==> src/rtl/sysctr_pkg.sv <==
package sysctr_pkg;

    // Register offsets; software decodes these, so they are fixed.
    localparam int unsigned OFS_CTRL   = 32'h00;
    localparam int unsigned OFS_STAT   = 32'h04;
    localparam int unsigned OFS_CNT_LO = 32'h08;
    localparam int unsigned OFS_CNT_HI = 32'h0C;
    localparam int unsigned OFS_FREQ   = 32'h20;

    typedef enum logic {
        SZ_WORD  = 1'b0,
        SZ_DWORD = 1'b1
    } acc_size_e;

    typedef enum logic [2:0] {
        SEL_NONE,
        SEL_CTRL,
        SEL_STAT,
        SEL_CNT_LO,
        SEL_CNT_HI,
        SEL_FREQ
    } reg_sel_e;

    typedef struct packed {
        logic hdbg;
        logic en;
    } ctrl_t;

endpackage

==> src/rtl/sysctr_decode.sv <==
module sysctr_decode
    import sysctr_pkg::*;
#(
    parameter int unsigned ADDR_W = 12
) (
    input  logic [ADDR_W-1:0] addr,
    output reg_sel_e          sel
);

    always_comb begin
        if (addr == ADDR_W'(OFS_CTRL)) begin
            sel = SEL_CTRL;
        end else if (addr == ADDR_W'(OFS_STAT)) begin
            sel = SEL_STAT;
        end else if (addr == ADDR_W'(OFS_CNT_LO)) begin
            sel = SEL_CNT_LO;
        end else if (addr == ADDR_W'(OFS_CNT_HI)) begin
            sel = SEL_CNT_HI;
        end else if (addr == ADDR_W'(OFS_FREQ)) begin
            sel = SEL_FREQ;
        end else begin
            sel = SEL_NONE;
        end
    end

endmodule

==> src/rtl/sysctr_core.sv <==
module sysctr_core #(
    parameter int unsigned       CNT_W = 64,
    parameter logic [CNT_W-1:0]  STEP  = CNT_W'(1)
) (
    input  logic             clk,
    input  logic             rst_n,
    input  logic             run_en,
    input  logic             hdbg_en,
    input  logic             dbg_req,
    output logic [CNT_W-1:0] count_o,
    output logic             halted_o
);

    typedef struct packed {
        logic [CNT_W-1:0] count;
    } core_state_t;

    core_state_t st_d, st_q;
    logic        halted;
    logic        tick;

    always_comb begin
        halted = hdbg_en && dbg_req;
        tick   = run_en && !halted;
        st_d   = st_q;
        if (tick) begin
            st_d.count = st_q.count + STEP;
        end
    end

    always_ff @(posedge clk or negedge rst_n) begin
        if (!rst_n) begin
            st_q <= '0;
        end else begin
            st_q <= st_d;
        end
    end

    assign count_o  = st_q.count;
    assign halted_o = halted;

    AST_FROZEN_WHEN_OFF: assert property (@(posedge clk) disable iff (!rst_n)
        !run_en |=> count_o == $past(count_o));

    AST_HOLD_ON_DEBUG: assert property (@(posedge clk) disable iff (!rst_n)
        (hdbg_en && dbg_req) |=> count_o == $past(count_o));

    AST_STEP_WHEN_ON: assert property (@(posedge clk) disable iff (!rst_n)
        (run_en && !halted_o) |=> count_o == $past(count_o) + STEP);

    always_comb begin
        AST_HALT_NEEDS_ARM: assert (!halted_o || hdbg_en);
    end

endmodule

==> src/rtl/sysctr_regs.sv <==
module sysctr_regs
    import sysctr_pkg::*;
#(
    parameter int unsigned ADDR_W     = 12,
    parameter int unsigned CNT_W      = 64,
    parameter logic [31:0] FREQ_RESET = 32'h0
) (
    input  logic              clk,
    input  logic              rst_n,
    input  logic              req_valid,
    input  logic              req_write,
    input  logic [ADDR_W-1:0] req_addr,
    input  logic              req_size,
    input  logic              req_secure,
    input  logic [63:0]       req_wdata,
    input  logic [CNT_W-1:0]  count_i,
    input  logic              halted_i,
    output logic              ctrl_en_o,
    output logic              ctrl_hdbg_o,
    output logic              rsp_valid,
    output logic              rsp_err,
    output logic [63:0]       rsp_rdata
);

    localparam int unsigned HI_W = 32;

    typedef struct packed {
        ctrl_t            ctrl;
        logic [31:0]      freq;
        logic [HI_W-1:0]  shadow;
        logic             rsp_valid;
        logic             rsp_err;
        logic [63:0]      rdata;
    } reg_state_t;

    reg_state_t  st_d, st_q;
    reg_sel_e    sel;
    logic        acc;
    logic [63:0] cnt64;
    acc_size_e   size;

    sysctr_decode #(.ADDR_W(ADDR_W)) u_decode (
        .addr (req_addr),
        .sel  (sel)
    );

    always_comb begin
        acc   = req_valid;
        cnt64 = 64'(count_i);
        size  = acc_size_e'(req_size);

        st_d           = st_q;
        st_d.rsp_valid = acc;
        st_d.rsp_err   = 1'b0;
        st_d.rdata     = '0;

        if (acc) begin
            if (req_write) begin
                if (!req_secure) begin
                    st_d.rsp_err = 1'b1;
                end else begin
                    case (sel)
                        SEL_CTRL: begin
                            st_d.ctrl.en   = req_wdata[0];
                            st_d.ctrl.hdbg = req_wdata[1];
                        end
                        SEL_FREQ: st_d.freq = req_wdata[31:0];
                        default:  ;
                    endcase
                end
            end else begin
                case (sel)
                    SEL_CTRL: st_d.rdata = {62'b0, st_q.ctrl.hdbg, st_q.ctrl.en};
                    SEL_STAT: st_d.rdata = {62'b0, halted_i, 1'b0};
                    SEL_CNT_LO: begin
                        if (size == SZ_DWORD) begin
                            st_d.rdata = cnt64;
                        end else begin
                            st_d.rdata  = {32'b0, cnt64[31:0]};
                            st_d.shadow = cnt64[63:32];
                        end
                    end
                    SEL_CNT_HI: st_d.rdata = {32'b0, st_q.shadow};
                    SEL_FREQ:   st_d.rdata = {32'b0, st_q.freq};
                    default:    st_d.rdata = '0;
                endcase
            end
        end
    end

    always_ff @(posedge clk or negedge rst_n) begin
        if (!rst_n) begin
            st_q      <= '0;
            st_q.freq <= FREQ_RESET;
        end else begin
            st_q <= st_d;
        end
    end

    assign ctrl_en_o   = st_q.ctrl.en;
    assign ctrl_hdbg_o = st_q.ctrl.hdbg;
    assign rsp_valid   = st_q.rsp_valid;
    assign rsp_err     = st_q.rsp_err;
    assign rsp_rdata   = st_q.rdata;

    AST_NS_WRITE_ERR: assert property (@(posedge clk) disable iff (!rst_n)
        (req_valid && req_write && !req_secure) |=> (rsp_valid && rsp_err));

    AST_NS_WRITE_NO_STATE: assert property (@(posedge clk) disable iff (!rst_n)
        (req_valid && req_write && !req_secure)
        |=> ($stable(st_q.ctrl) && $stable(st_q.freq) && $stable(st_q.shadow)));

    AST_READ_OKAY: assert property (@(posedge clk) disable iff (!rst_n)
        (req_valid && !req_write) |=> (rsp_valid && !rsp_err));

    AST_RSP_FOLLOWS_REQ: assert property (@(posedge clk) disable iff (!rst_n)
        rsp_valid |-> $past(req_valid));

    AST_RO_WRITE_NO_EFFECT: assert property (@(posedge clk) disable iff (!rst_n)
        (req_valid && req_write && req_secure && sel != SEL_CTRL && sel != SEL_FREQ)
        |=> ($stable(st_q.ctrl) && $stable(st_q.freq) && !rsp_err));

    AST_WIDE_READ_KEEPS_SHADOW: assert property (@(posedge clk) disable iff (!rst_n)
        (req_valid && !req_write && sel == SEL_CNT_LO && req_size)
        |=> $stable(st_q.shadow));

endmodule

==> src/rtl/sysctr_top.sv <==
module sysctr_top #(
    parameter int unsigned ADDR_W     = 12,
    parameter int unsigned CNT_W      = 64,
    parameter logic [63:0] STEP       = 64'd1,
    parameter logic [31:0] FREQ_RESET = 32'h0
) (
    input  logic              clk,
    input  logic              rst_n,
    input  logic              req_valid,
    output logic              req_ready,
    input  logic              req_write,
    input  logic [ADDR_W-1:0] req_addr,
    input  logic              req_size,
    input  logic              req_secure,
    input  logic [63:0]       req_wdata,
    output logic              rsp_valid,
    output logic              rsp_err,
    output logic [63:0]       rsp_rdata,
    input  logic              dbg_halt_req
);

    localparam logic [CNT_W-1:0] STEP_W = CNT_W'(STEP);

    logic [CNT_W-1:0] count;
    logic             halted;
    logic             ctrl_en;
    logic             ctrl_hdbg;

    assign req_ready = 1'b1;

    sysctr_core #(
        .CNT_W (CNT_W),
        .STEP  (STEP_W)
    ) u_core (
        .clk      (clk),
        .rst_n    (rst_n),
        .run_en   (ctrl_en),
        .hdbg_en  (ctrl_hdbg),
        .dbg_req  (dbg_halt_req),
        .count_o  (count),
        .halted_o (halted)
    );

    sysctr_regs #(
        .ADDR_W     (ADDR_W),
        .CNT_W      (CNT_W),
        .FREQ_RESET (FREQ_RESET)
    ) u_regs (
        .clk         (clk),
        .rst_n       (rst_n),
        .req_valid   (req_valid),
        .req_write   (req_write),
        .req_addr    (req_addr),
        .req_size    (req_size),
        .req_secure  (req_secure),
        .req_wdata   (req_wdata),
        .count_i     (count),
        .halted_i    (halted),
        .ctrl_en_o   (ctrl_en),
        .ctrl_hdbg_o (ctrl_hdbg),
        .rsp_valid   (rsp_valid),
        .rsp_err     (rsp_err),
        .rsp_rdata   (rsp_rdata)
    );

endmodule

==> config.mk <==
export PLATFORM = sky130hd
export DESIGN_NAME = sysctr_top
export DESIGN_NICKNAME = d
export VERILOG_FILES = /design/src/rtl/sysctr_pkg.sv /design/src/rtl/sysctr_decode.sv /design/src/rtl/sysctr_core.sv /design/src/rtl/sysctr_regs.sv /design/src/rtl/sysctr_top.sv
export SDC_FILE = /design/constraint.sdc
export NUM_CORES = 1
export LEC_CHECK = 0
export BUFFER_PORTS_ARGS = -buffer_cell sky130_fd_sc_hd__buf_4
export CORE_UTILIZATION = 40
export DETAILED_ROUTE_END_ITERATION = 10
export GPL_TIMING_DRIVEN = 0
export PLACE_DENSITY = 0.65
export SLEW_MARGIN = 20
export SYNTH_ARGS = -nofsm -noshare
export SYNTH_HDL_FRONTEND = slang
export SYNTH_SLANG_ARGS = --single-unit
==> constraint.sdc <==
create_clock -name clk -period 3.7 [get_ports clk]
set_input_delay 0.555 -clock clk [delete_from_list [all_inputs] [get_ports clk]]
set_output_delay 0.555 -clock clk [all_outputs]
set_load 0.005 [all_outputs]
# After elaboration in Yosys (flattened, before gate mapping)
# Index checks and enable logic that the tools add are counted.
# totals
out_inout_bits	67
wordCells	38
in_bits	83
regBits	196
# op_classes
mux	11
n_bitwise	2
eq_ne	9
n_reduce_logical	7
addsub	1
# ops
cell	n
64-bit case mux with 5 select lines	1
64-bit 2-to-1 mux	2
65-bit 2-to-1 mux	1
64-bit by 1-bit adder with 64-bit output, second input constant	1
12-bit by 4-bit equality test with 1-bit output, second input constant	2
3-bit 2-to-1 mux	5
12-bit by 3-bit equality test with 1-bit output, second input constant	1
12-bit by 6-bit equality test with 1-bit output, second input constant	1
12-bit zero test	1
4-bit AND reduction	3
3-bit by 2-bit equality test with 1-bit output, second input constant	2
3-bit equality test, second input constant	2
3-bit by 1-bit equality test with 1-bit output, second input constant	1
1-bit logical AND	2
1-bit 2-to-1 mux	2
1-bit inverter	2
1-bit zero test	1

# Logic depth before layout (Yosys ltp)
# Gate-level depths: netlist of run 1.
# logic_depth
ltp_word	10
ltp_mapped	6
mapped_depth_nobuf	6

# By module
# Synthesis of run 1 repeated with hierarchy kept, for this count alone.
# hier_totals
hier_cells	727
area_unflattened_um2	8972.4
# modules_own_cells
mod	instances	cells_each	seq_area_each_um2	area_per_inst_um2
sysctr_regs	1	434	3303.2	5826.8
sysctr_core	1	280	1601.5	3066.7
sysctr_decode	1	11	0.0	67.6
sysctr_top	1	2	0.0	11.3

# Worst setup path after synthesis of run 1
# Ideal clock, no wire load.
# synth_path
kind	input to register
start	input port req_addr[10]
end	register u_regs.st_q[67] (netlist bit)
t_required_ns	3.575
path_slack_ns	1.099
path_stages	6
t_arrival_ns	2.476
cell_sequence	or4_4 nor4_4 nand3b_4 nor4_4 buf_6 mux2_2
# synth_between
elab_chain_cells	8
elab_cells_between_ends	12
classes_between	5 x eq/ne; 5 x mux; 2 x reduce/logical
# synth_rtl
item	line_no	source
from (decl)	sysctr_top.sv:12	input logic [ADDR_W-1:0] req_addr,
12-bit by 6-bit equality test with 1-bit output	sysctr_decode.sv:19	end else if (addr == ADDR_W'(OFS_FREQ)) begin
3-bit 2-to-1 mux	sysctr_decode.sv:19	
3-bit 2-to-1 mux	sysctr_decode.sv:17	end else if (addr == ADDR_W'(OFS_CNT_HI)) begin
3-bit 2-to-1 mux	sysctr_decode.sv:15	end else if (addr == ADDR_W'(OFS_CNT_LO)) begin
3-bit 2-to-1 mux	sysctr_decode.sv:13	end else if (addr == ADDR_W'(OFS_STAT)) begin
3-bit 2-to-1 mux *	sysctr_decode.sv:11	if (addr == ADDR_W'(OFS_CTRL)) begin
3-bit by 2-bit equality test with 1-bit output *	sysctr_regs.sv:72	case (sel)
4-bit AND reduction (no line) *	--	
to (signal assigned)	sysctr_regs.sv:96	st_q <= st_d;
to (decl)	sysctr_regs.sv:36	reg_state_t st_d, st_q;
# Every way passes the cells marked *; elsewhere a longest branch is shown, timed or not.
# A chain may end at the register's enable or synchronous reset.

# Worst setup path in the final report of run 1
# layout_path
start	register u_regs.st_q, in the netlist u_regs.ctrl_hdbg_o
end	register u_core.st_q, in the netlist u_core.count_o[52]
# layout_between
elab_chain_cells	3
# layout_rtl
item	line_no	source
1-bit logical AND	sysctr_core.sv:23	halted = hdbg_en && dbg_req;
1-bit zero test	sysctr_core.sv:24	tick = run_en && !halted;
1-bit logical AND	sysctr_core.sv:24	
to (signal assigned)	sysctr_core.sv:35	st_q <= st_d;
to (decl)	sysctr_core.sv:18	core_state_t st_d, st_q;
# Every way passes these cells.

==> impl_metrics.py, run 1 <==
metrics = {
    "power_and_ir_drop": {
        "internal_power_mw": 3.12,
        "p_leak_nw": 5.22,
        "swShare_pct": 21.8,
        "power.net_switching_uw": 867,
        "clockPowerShare_pct": 43.1,
        "seqPwrFrac_pct": 53.9,
        "vdd_ir_drop_max_mv": 0.302,
        "p_per_area_nw_per_um2": 380,
        "combPwrFrac_pct": 3.1,
    },
    "sta": {
        "hold_violations": 0,
        "setup_slack_ns": 0.766,
        "slew_headroom_pct": 42.1,
        "setup_viol": 0,
        "clock_skew_ns": 0.00784,
        "tightest_slew_ns": 0.860,
        "fmax_mhz": 341,
        "min_period_ns": 2.93,
        "rsz0062_at_grt": "no",
        "tns_ns": 0,
        "fin_crit_sh_pct": 79.3,
        "drv_slew": 0,
    },
    "clock_tree": {
        "cts_max_level": 4,
        "post_cts_buffers": 0,
        "clkTransAtPathRegs_ns": 0.07,
        "cts_made_buffers": 17,
        "clock_sinks": 196,
        "cts-resized-gates": 0,
        "clk_latency_ns": 0.43,
        "postCtsHoldBufs": 0,
        "cts_root_buf": "clkbuf_16",
        "cts_buffer_depth": 2,
        "tritoncts": "done",
    },
    "routing": {
        "drc": 0,
        "wirelength_mm": 18.2,
        "drt_iter0_drc": 257,
        "firstDrtPassIters": 4,
        "wl_per_cell_um": 16.0,
        "viasPerCell": 4.86,
        "antenna_left": 0,
        "num_vias": 5536,
    },
    "job": {
        "maxCapViolCount": 0,
    },
    "placed_design": {
        "hpwlAfterDp_mm": 13.0,
        "pre_cts_ws_ns": 0.480,
        "gp_congestion": 0.790,
        "placedInstanceArea_um2": 9930,
        "place_inst": 1109,
        "io_buffers": 114,
    },
    "logic_synthesis": {
        "synth_nets": 802,
        "synth-main-ff-cell": "dfrtp_1",
        "synthCells": 718,
        "ys_warn_count": 0,
        "synthDistinctLibCells": 40,
        "yosysSeqAreaShare_pct": 56.6,
        "synth-async-reset-ratio_pct": 100,
        "ys_ff_latch": 196,
        "syn_area_um2": 8670,
        "syn_avg_cell_area_um2": 12.1,
        "synth_edf_count": 0,
    },
    "floorplan": {
        "fp.dieW_um": 149,
        "io_pins": 150,
        "die-area_um2": 22300,
        "initial_core_util_pct": 41.0,
        "num_rows": 53,
        "die_h_um": 149,
        "core_area_um2": 21200,
    },
    "finish": {
        "layout.filler_cells": 1932,
        "fin_cells": 1140,
        "antenna_cells": 0,
        "postLayoutCellArea_um2": 10500,
        "final_util_pct": 49.5,
        "fin_nets": 937,
        "syn_to_final_growth_pct": 20.9,
        "drive_gt1_share_pct": 33.5,
    },
    "critical_path": {
        "crit_required_ns": 4.05,
        "crit_top_cell": "nor4_1",
        "endpoint_kind": "flop",
        "critPathKind": "reg -> reg",
        "worstSetupStartpointType": "flop",
        "cp_max_fo": 9,
        "path_cells": "a21bo_2 > buf_2 > nor4_1 > nand4_1 > nor4_1 > xor2_1",
        "critPathArrivalTime_ns": 3.28,
        "cp_slowest_cell": "nor4_1",
        "max_stage_delay_ns": 0.76,
    },
    "min_path": {
        "hold_class": "in -> async",
    },
    "grt": {
        "grt_max_degree": 72,
        "antenna_found_initial": 0,
        "grt_pass1_vias": 5411,
        "grt_pass1_wl_mm": 29.0,
        "track_usage_pct": 17.2,
        "grt-ovfl-total": 0,
    },
    "run_status": {
        "status": "complete, no violations",
    },
}
kinds of logic (layout without fill, tap and decap cells):
logic type / Yosys count / count (layout) / share of synthesized area (%)
flops: 196 / 196 / 56.6
other cells: 1 / 1 / 0.0433
fa+ha+maj: 1 / 1 / 0.144
buf+inv: 101 / 248 / 7.51
simple gates: 221 / 221 / 13.4
mux: 99 / 99 / 12.4
compound gates: 36 / 36 / 3.52
xor+xnor: 63 / 63 / 6.37
cell usage in the layout, fill, tap and decap left out, types with 30 or more instances in the layout:
cell type  instances
xor2_1            32
mux2i_1           32
a2bb2oi_1         30
nand2_1           30
buf_4            178
dfrtp_1          196
mux2_2            66
nor2_1            65
and2_1            35
xnor2_1           31
Yosys cell counts (14+ instances only):
master / n / share of area, %
nor2_1: 65 / 2.8
xnor2_1: 31 / 3.1
dfrtp_1: 196 / 57
nand3_1: 22 / 1.3
nand4_1: 23 / 1.7
buf_4: 65 / 5.6
xor2_1: 32 / 3.2
nand2_1: 30 / 1.3
clkbuf_1: 14 / 0.61
mux2_2: 66 / 8.6
mux2i_1: 32 / 3.7
a2bb2oi_1: 30 / 3.0
and2_1: 35 / 2.5
nor3_1: 19 / 1.1
power groups by stage:
stage	Clock (mW)	Sequential (mW)	Combinational (mW)
2_1_floorplan	0	2.19	0.0248
3_3_place_gp	0	2.19	0.119
3_5_place_dp	0	2.19	0.127
4_1_cts	1.77	2.14	0.128
5_1_grt	1.85	2.14	0.138
6_report	1.72	2.14	0.123
worst paths after layout:
| check | start | end | slack (ns) | cells after the start |
|---|---|---|---|---|
| max reg2reg | u_regs.ctrl_hdbg_o | u_core.count_o[52] | 0.77 | 6 |
| min | rst_n | u_regs.st_q[122] | 0.06 | 1 |
| min in group clk | req_valid | u_regs.rsp_valid | 0.28 | 1 |
| max | u_regs.ctrl_hdbg_o | u_core.count_o[52] | 0.77 | 6 |
| min reg2reg | u_core.count_o[63] | u_core.count_o[63] | 0.50 | 1 |
| max in group asynchronous | rst_n | u_regs.st_q[98] | 2.61 | 3 |
final cells by class:
| cell class | count | area (um^2) | share of cell area (%) |
|---|---|---|---|
| Sequential cell | 196 | 4900 | 46.8 |
| Multi-Input combinational cell | 421 | 3110 | 29.7 |
| Timing Repair Buffer | 116 | 918 | 8.77 |
| Buffer | 89 | 606 | 5.78 |
| Clock buffer | 22 | 474 | 4.53 |
| Tap cell | 275 | 344 | 3.28 |
| Clock inverter | 9 | 75.1 | 0.717 |
| Inverter | 12 | 45.0 | 0.430 |
metrics by stage:
step	hold slack [ns]	total power, mW
2_1_floorplan	0.259	2.21
3_3_place_gp	0.479	2.31
3_5_place_dp	0.480	2.31
4_1_cts	0.0729	4.04
5_1_grt	0.0816	4.13
6_report	0.0559	3.98
state kept, by name, indices dropped and copies added (netlist names):
signal / cells
u_regs.rsp_rdata: 64
u_regs.rsp_err: 1
u_regs.rsp_valid: 1
u_regs.ctrl_en_o: 1
u_core.count_o: 64
u_regs.st_q: 64
u_regs.ctrl_hdbg_o: 1
critical path: cells and delay by family (launching register included):
| family | cells | cell delay [ns] |
|---|---|---|
| compound gates | 1 | 0.22 |
| flops | 1 | 0.41 |
| simple gates | 3 | 1.89 |
| buf+inv | 1 | 0.16 |
| xor+xnor | 1 | 0.17 |
per-layer routing:
layer	up-vias	share of wire, %	GRT usage [%]
met1	2731	49	25.1
met3	15	4.3	3.33
met2	124	45	25.6
met5	-	0	0
met4	0	1.5	5.71
li1	2666	-	-
Note: power is estimated with default switching activity, not from simulation.
==> run 2: changes to the inputs <==
ABC_AREA = 1   (was default)
clock period = 3.1 ns   (was 3.7 ns; I/O delays follow)
==> impl_metrics.py, run 2 <==
metrics = {
    "routing": {
        "viasPerCell": 4.75,
        "wl_per_cell_um": 16.3,
        "wirelength_mm": 26.5,
        "num_vias": 7701,
        "drc": 0,
        "antenna_left": 0,
        "firstDrtPassIters": 5,
        "drt_iter0_drc": 479,
    },
    "critical_path": {
        "cp_max_fo": 10,
        "path_cells": "nand2_1 > nand2_4 > inv_6 > nand2_4 > nor2_8 > nand4_1 > nor2_2 > nand2_1 > nand2_1 > nand2_1",
        "crit_top_cell": "nand2_1",
        "endpoint_kind": "flop",
        "crit_required_ns": 3.43,
        "worstSetupStartpointType": "flop",
        "critPathBufInv": 1,
        "cp_top_family": "simple AND/OR/NAND/NOR gates",
        "max_stage_delay_ns": 0.40,
        "critPathArrivalTime_ns": 2.28,
        "critPathKind": "reg -> reg",
        "cp_slowest_cell": "dfrtp_1",
    },
    "logic_synthesis": {
        "synth_commonest_cells": "nand2_1 (332), dfrtp_1 (196), nor2_1 (132)",
        "synth_nets": 1232,
        "netlist.area_leader.share_pct": 49.8,
        "synthCells": 1148,
        "synth_top_area_cell": "dfrtp_1",
        "synthDistinctLibCells": 36,
        "ys_ff_latch": 196,
        "synth.most_common_cell": "nand2_1",
        "synth_edf_count": 0,
        "synth-main-ff-cell": "dfrtp_1",
        "netlist_top_cells_area": "dfrtp_1 (50%), nand2_1 (13%), buf_4 (5.1%)",
        "syn_area_um2": 9860,
        "synth-async-reset-ratio_pct": 100,
        "syn_avg_cell_area_um2": 8.59,
        "ys_warn_count": 0,
        "yosysSeqAreaShare_pct": 49.8,
    },
    "sta": {
        "tns_ns": 0,
        "fmax_mhz": 512,
        "fin_crit_sh_pct": 63.1,
        "slew_headroom_pct": 53.8,
        "tightest_slew_ns": 0.692,
        "setup_viol": 0,
        "min_period_ns": 1.95,
        "holdWs_ns": 0.148,
        "hold_violations": 0,
        "rsz0062_at_grt": "no",
        "drv_slew": 0,
        "clock_skew_ns": 0.00958,
    },
    "clock_tree": {
        "cts_root_buf": "clkbuf_16",
        "post_cts_buffers": 0,
        "tritoncts": "done",
        "cts-resized-gates": 0,
        "postCtsHoldBufs": 1,
        "cts_max_level": 4,
        "clkTransAtPathRegs_ns": 0.07,
        "cts_buffer_depth": 2,
        "clock_sinks": 196,
        "cts_made_buffers": 17,
        "clk_latency_ns": 0.43,
    },
    "finish": {
        "drive_gt1_share_pct": 24.6,
        "layout.filler_cells": 2384,
        "fin_nets": 1370,
        "antenna_cells": 0,
        "multi_input_area_um2": 3930,
        "seq_area_um2": 4900,
        "postLayoutCellArea_um2": 11800,
        "final_common_cell": "nand2_1",
        "syn_to_final_growth_pct": 19.8,
        "final_cell_mix": "nand2_1 (332), dfrtp_1 (196), buf_4 (182), nor2_1 (132), inv_1 (87)",
    },
    "power_and_ir_drop": {
        "internal_power_mw": 3.94,
        "power.net_switching_mw": 1.09,
        "combPwrFrac_pct": 2.9,
        "vdd_ir_drop_max_mv": 0.345,
        "clockPowerShare_pct": 46.1,
        "p_per_area_nw_per_um2": 425,
        "p_leak_nw": 6.01,
        "power_mw": 5.03,
        "seqPwrFrac_pct": 51.0,
        "swShare_pct": 21.6,
    },
    "floorplan": {
        "io_pins": 150,
        "fp.dieW_um": 159,
        "die-area_um2": 25300,
        "initial_core_util_pct": 40.7,
        "die_h_um": 159,
        "core_area_um2": 24200,
        "num_rows": 57,
    },
    "placed_design": {
        "placedInstanceArea_um2": 11200,
        "hpwlAfterDp_mm": 20.2,
        "io_buffers": 116,
        "gp_congestion": 0.909,
    },
    "grt": {
        "grt_pass1_vias": 7557,
        "track_usage_pct": 21.7,
        "grt-ovfl-total": 0,
        "antenna_found_initial": 0,
        "grt_max_degree": 100,
        "grt_pass1_wl_mm": 41.8,
    },
    "run_status": {
        "status": "complete, no violations",
    },
    "min_path": {
        "hold_class": "in -> reg",
    },
    "job": {
        "maxCapViolCount": 0,
    },
}
==> run 2: path summary, 6_finish.rpt <==
kind / startpoint / end / slack [ns] / cells after the start
setup / recovery: u_regs.ctrl_hdbg_o / u_core.count_o[51] / 1.15 / 10
hold reg to reg: u_core.count_o[40] / u_core.count_o[40] / 0.48 / 2
min in group asynchronous: rst_n / u_regs.rsp_rdata[62] / 0.51 / 2
hold / removal: req_valid / u_regs.rsp_valid / 0.15 / 1
setup reg to reg: u_regs.ctrl_hdbg_o / u_core.count_o[51] / 1.15 / 10
max in group asynchronous: rst_n / u_core.count_o[10] / 1.77 / 3
==> run 2: layout make-up <==
cell class                 count  share of cell area, %
inverter                      98                   3.16
timing repair buffer         119                   7.99
clock inverter                10                   1.24
multi-input combinational    760                   33.3
buffer                        94                   5.49
tap                          324                   3.43
clock buffer                  21                   3.90
sequential                   196                   41.5
==> run 2: cells by family after synthesis <==
group	after synthesis	share of synthesized area, %
xor+xnor	42	3.73
fa+ha+maj	1	0.127
other cells	1	0.0380
mux	30	4.42
flops	196	49.8
buf+inv	192	10.4
simple gates	597	26.7
compound gates	89	4.82
==> run 2: metal layers <==
layer / routed length, um / up-vias / GRT usage (%)
met5: 0 / - / 0
met4: 633 / 0 / 7.26
met3: 1240 / 29 / 3.67
met2: 12000 / 209 / 33.6
met1: 12600 / 3644 / 30.8
li1: - / 3819 / -
==> run 2: through the flow <==
| step | instances | worst slack, ns | utilization [%] |
|---|---|---|---|
| after floorplan | 1148 | 1.46 | - |
| after global placement | 1588 | 0.204 | 45.9 |
| after detailed placement | 1590 | 0.994 | 46.2 |
| after CTS | 1622 | 1.16 | 48.7 |
| after global routing | 1622 | 1.04 | 48.7 |
| final | 1622 | 1.15 | 48.7 |
==> run 2: power groups by stage <==
stage               sequential [mW]  clock [mW]  combinational [mW]
floorplan                      2.61           0              0.0267
global placement               2.61           0               0.138
detailed placement             2.61           0               0.151
CTS                            2.56        2.33               0.152
global route                   2.56        2.44               0.167
finish                         2.56        2.32               0.146
==> run 2: worst reg2reg max path: stages, from the launching register on <==
cell     delay, ns
dfrtp_1       0.40
nand2_1       0.21
nand2_4       0.12
inv_6         0.12
nand2_4       0.10
nor2_8        0.13
nand4_1       0.29
nor2_2        0.29
nand2_1       0.08
nand2_1       0.06
nand2_1       0.04
==> run 3: changes to the inputs <==
ABC_AREA = 0   (was 1)
clock period = 2 ns   (was 3.1 ns; I/O delays follow)
==> impl_metrics.py, run 3 (synthesized netlist as in run 1, its figures left out) <==
metrics = {
    "run_status": {
        "status": "complete, but fails checks",
        "violations": "negative setup slack",
    },
    "clock_tree": {
        "tritoncts": "done",
        "cts_buffer_depth": 2,
        "clkTransAtPathRegs_ns": 0.07,
        "cts_made_buffers": 17,
        "cts_max_level": 4,
        "cts_root_buf": "clkbuf_16",
        "clock_sinks": 196,
        "clk_latency_ns": 0.44,
    },
    "grt": {
        "grt_max_degree": 73,
        "track_usage_pct": 18.1,
        "antenna_found_initial": 0,
        "grt_pass1_vias": 5777,
        "grt_pass1_wl_mm": 30.7,
        "grt-ovfl-total": 0,
    },
    "sta": {
        "clock_skew_ns": 0.00953,
        "fin_crit_sh_pct": 101,
        "holdWs_ns": 0.0396,
        "min_period_ns": 2.03,
        "fmax_mhz": 493,
        "tightest_slew_ns": 0.830,
        "drv_slew": 0,
        "tns_ns": -0.457,
        "setup_slack_ns": -0.0278,
        "setup_viol": 33,
        "rsz0062_at_grt": "yes",
        "slew_headroom_pct": 44.7,
        "hold_violations": 0,
    },
    "floorplan": {
        "initial_core_util_pct": 41.0,
        "die-area_um2": 22300,
        "core_area_um2": 21200,
        "num_rows": 53,
        "die_h_um": 149,
        "fp.dieW_um": 149,
        "io_pins": 150,
    },
    "routing": {
        "drt_iter0_drc": 305,
        "firstDrtPassIters": 5,
        "drc": 0,
        "num_vias": 5722,
        "viasPerCell": 4.88,
        "wl_per_cell_um": 16.5,
        "antenna_left": 0,
        "wirelength_mm": 19.4,
    },
    "finish": {
        "fin_nets": 968,
        "antenna_cells": 0,
        "drive_gt1_share_pct": 39.8,
        "final_cell_mix": "buf_4 (197), dfrtp_1 (194), nor2_1 (60), mux2_4 (44), and2_1 (35)",
        "syn_to_final_growth_pct": 31.0,
        "final_common_cell": "buf_4",
    },
    "critical_path": {
        "max_stage_delay_ns": 0.53,
        "worstSetupStartpointType": "input pin",
        "cp_max_fo": 10,
        "critPathArrivalTime_ns": 2.35,
        "crit_required_ns": 2.32,
        "cp_slowest_cell": "or4_4",
        "endpoint_kind": "flop",
        "path_cells": "buf_6 > or4_4 > nor4_4 > buf_4 > nand3b_4 > nor4_4 > buf_6 > buf_12 > mux2_2",
        "critPathKind": "in -> reg",
    },
    "placed_design": {
        "hpwlAfterDp_mm": 12.9,
        "gp_congestion": 0.790,
        "io_buffers": 114,
    },
    "power_and_ir_drop": {
        "power_mw": 7.59,
        "p_per_area_nw_per_um2": 669,
        "vdd_ir_drop_max_mv": 0.619,
        "p_leak_nw": 5.62,
    },
    "min_path": {
        "hold_class": "in -> reg",
    },
    "job": {
        "maxCapViolCount": 0,
    },
}
==> run 3: cell count changes in the layout (fill, tap and decap cells not counted), sizes merged, moves of 27 or more <==
cell     delta
a2bb2oi    +30
and2       +35
inv        -82
mux2       +37
mux2i      +32
nand2     -313
nor2       -87
nor3       -42
o21ai      -57
xnor2      +27
==> run 3: worst paths after layout <==
| kind | slack [ns] | start | end | cells after the start |
|---|---|---|---|---|
| hold / removal | 0.04 | req_secure | u_regs.rsp_err | 2 |
| setup reg to reg | 0.06 | u_regs.ctrl_hdbg_o | u_core.count_o[18] | 6 |
| min in group asynchronous | 0.37 | rst_n | u_regs.rsp_rdata[26] | 2 |
| max in group asynchronous | 0.93 | rst_n | u_regs.st_q[106] | 3 |
| hold reg to reg | 0.49 | u_regs.st_q[72] | u_regs.st_q[72] | 1 |
| setup / recovery | -0.03 | req_addr[10] | u_regs.st_q[75] | 9 |
==> run 3: metal layers <==
metal  vias to the layer above  track usage (%)  part of all wire, %
met5                         -                0                    0
met4                         0             5.15                  1.2
met3                        16             3.55                  5.9
met2                       149             27.3                   45
met1                      2833             26.3                   48
li1                       2724                -                    -
==> run 3: timing repair <==
item,4_1_cts,5_1_grt
pin swaps,12,14
buffers inserted,20,9
hold buffers,2,0
gates resized for setup,42,46
endpoints found under the setup margin,151,143
gates cloned,0,2
endpoints found under the hold margin,54,0
==> run 3: per-stage QoR <==
| stage | utilization [%] | cells | worst slack, ns | instance area, um^2 |
|---|---|---|---|---|
| after floorplan | - | 718 | -0.345 | 8830 |
| after global placement | 47.4 | 1107 | -0.879 | 10000 |
| after detailed placement | 47.7 | 1109 | -0.907 | 10100 |
| after CTS | 52.2 | 1162 | -0.138 | 11000 |
| after global routing | 53.7 | 1172 | -0.127 | 11300 |
| final | 53.7 | 1172 | -0.0278 | 11300 |
==> run 3: layout make-up <==
| cell class | instances | area (um^2) |
|---|---|---|
| Buffer | 88 | 712 |
| Clock buffer | 19 | 443 |
| Clock inverter | 13 | 140 |
| Fill cell | 1817 | 9800 |
| Inverter | 12 | 45.0 |
| Multi-Input combinational cell | 421 | 3520 |
| Sequential cell | 196 | 4910 |
| Tap cell | 275 | 344 |
| Timing Repair Buffer | 148 | 1240 |
==> run 3: worst max-delay path: cells and delay by family <==
family | cells | cell delay, ns
and+or+nand+nor | 4 | 1.10
buffers and inverters | 4 | 0.61
muxes | 1 | 0.33
==> run 3: report_power, final <==
group / switching, mW / internal [mW]
clock: 1.59 / 1.80
combinational: 0.133 / 0.105
sequential: 0.00217 / 3.96
total: 1.72 / 5.87
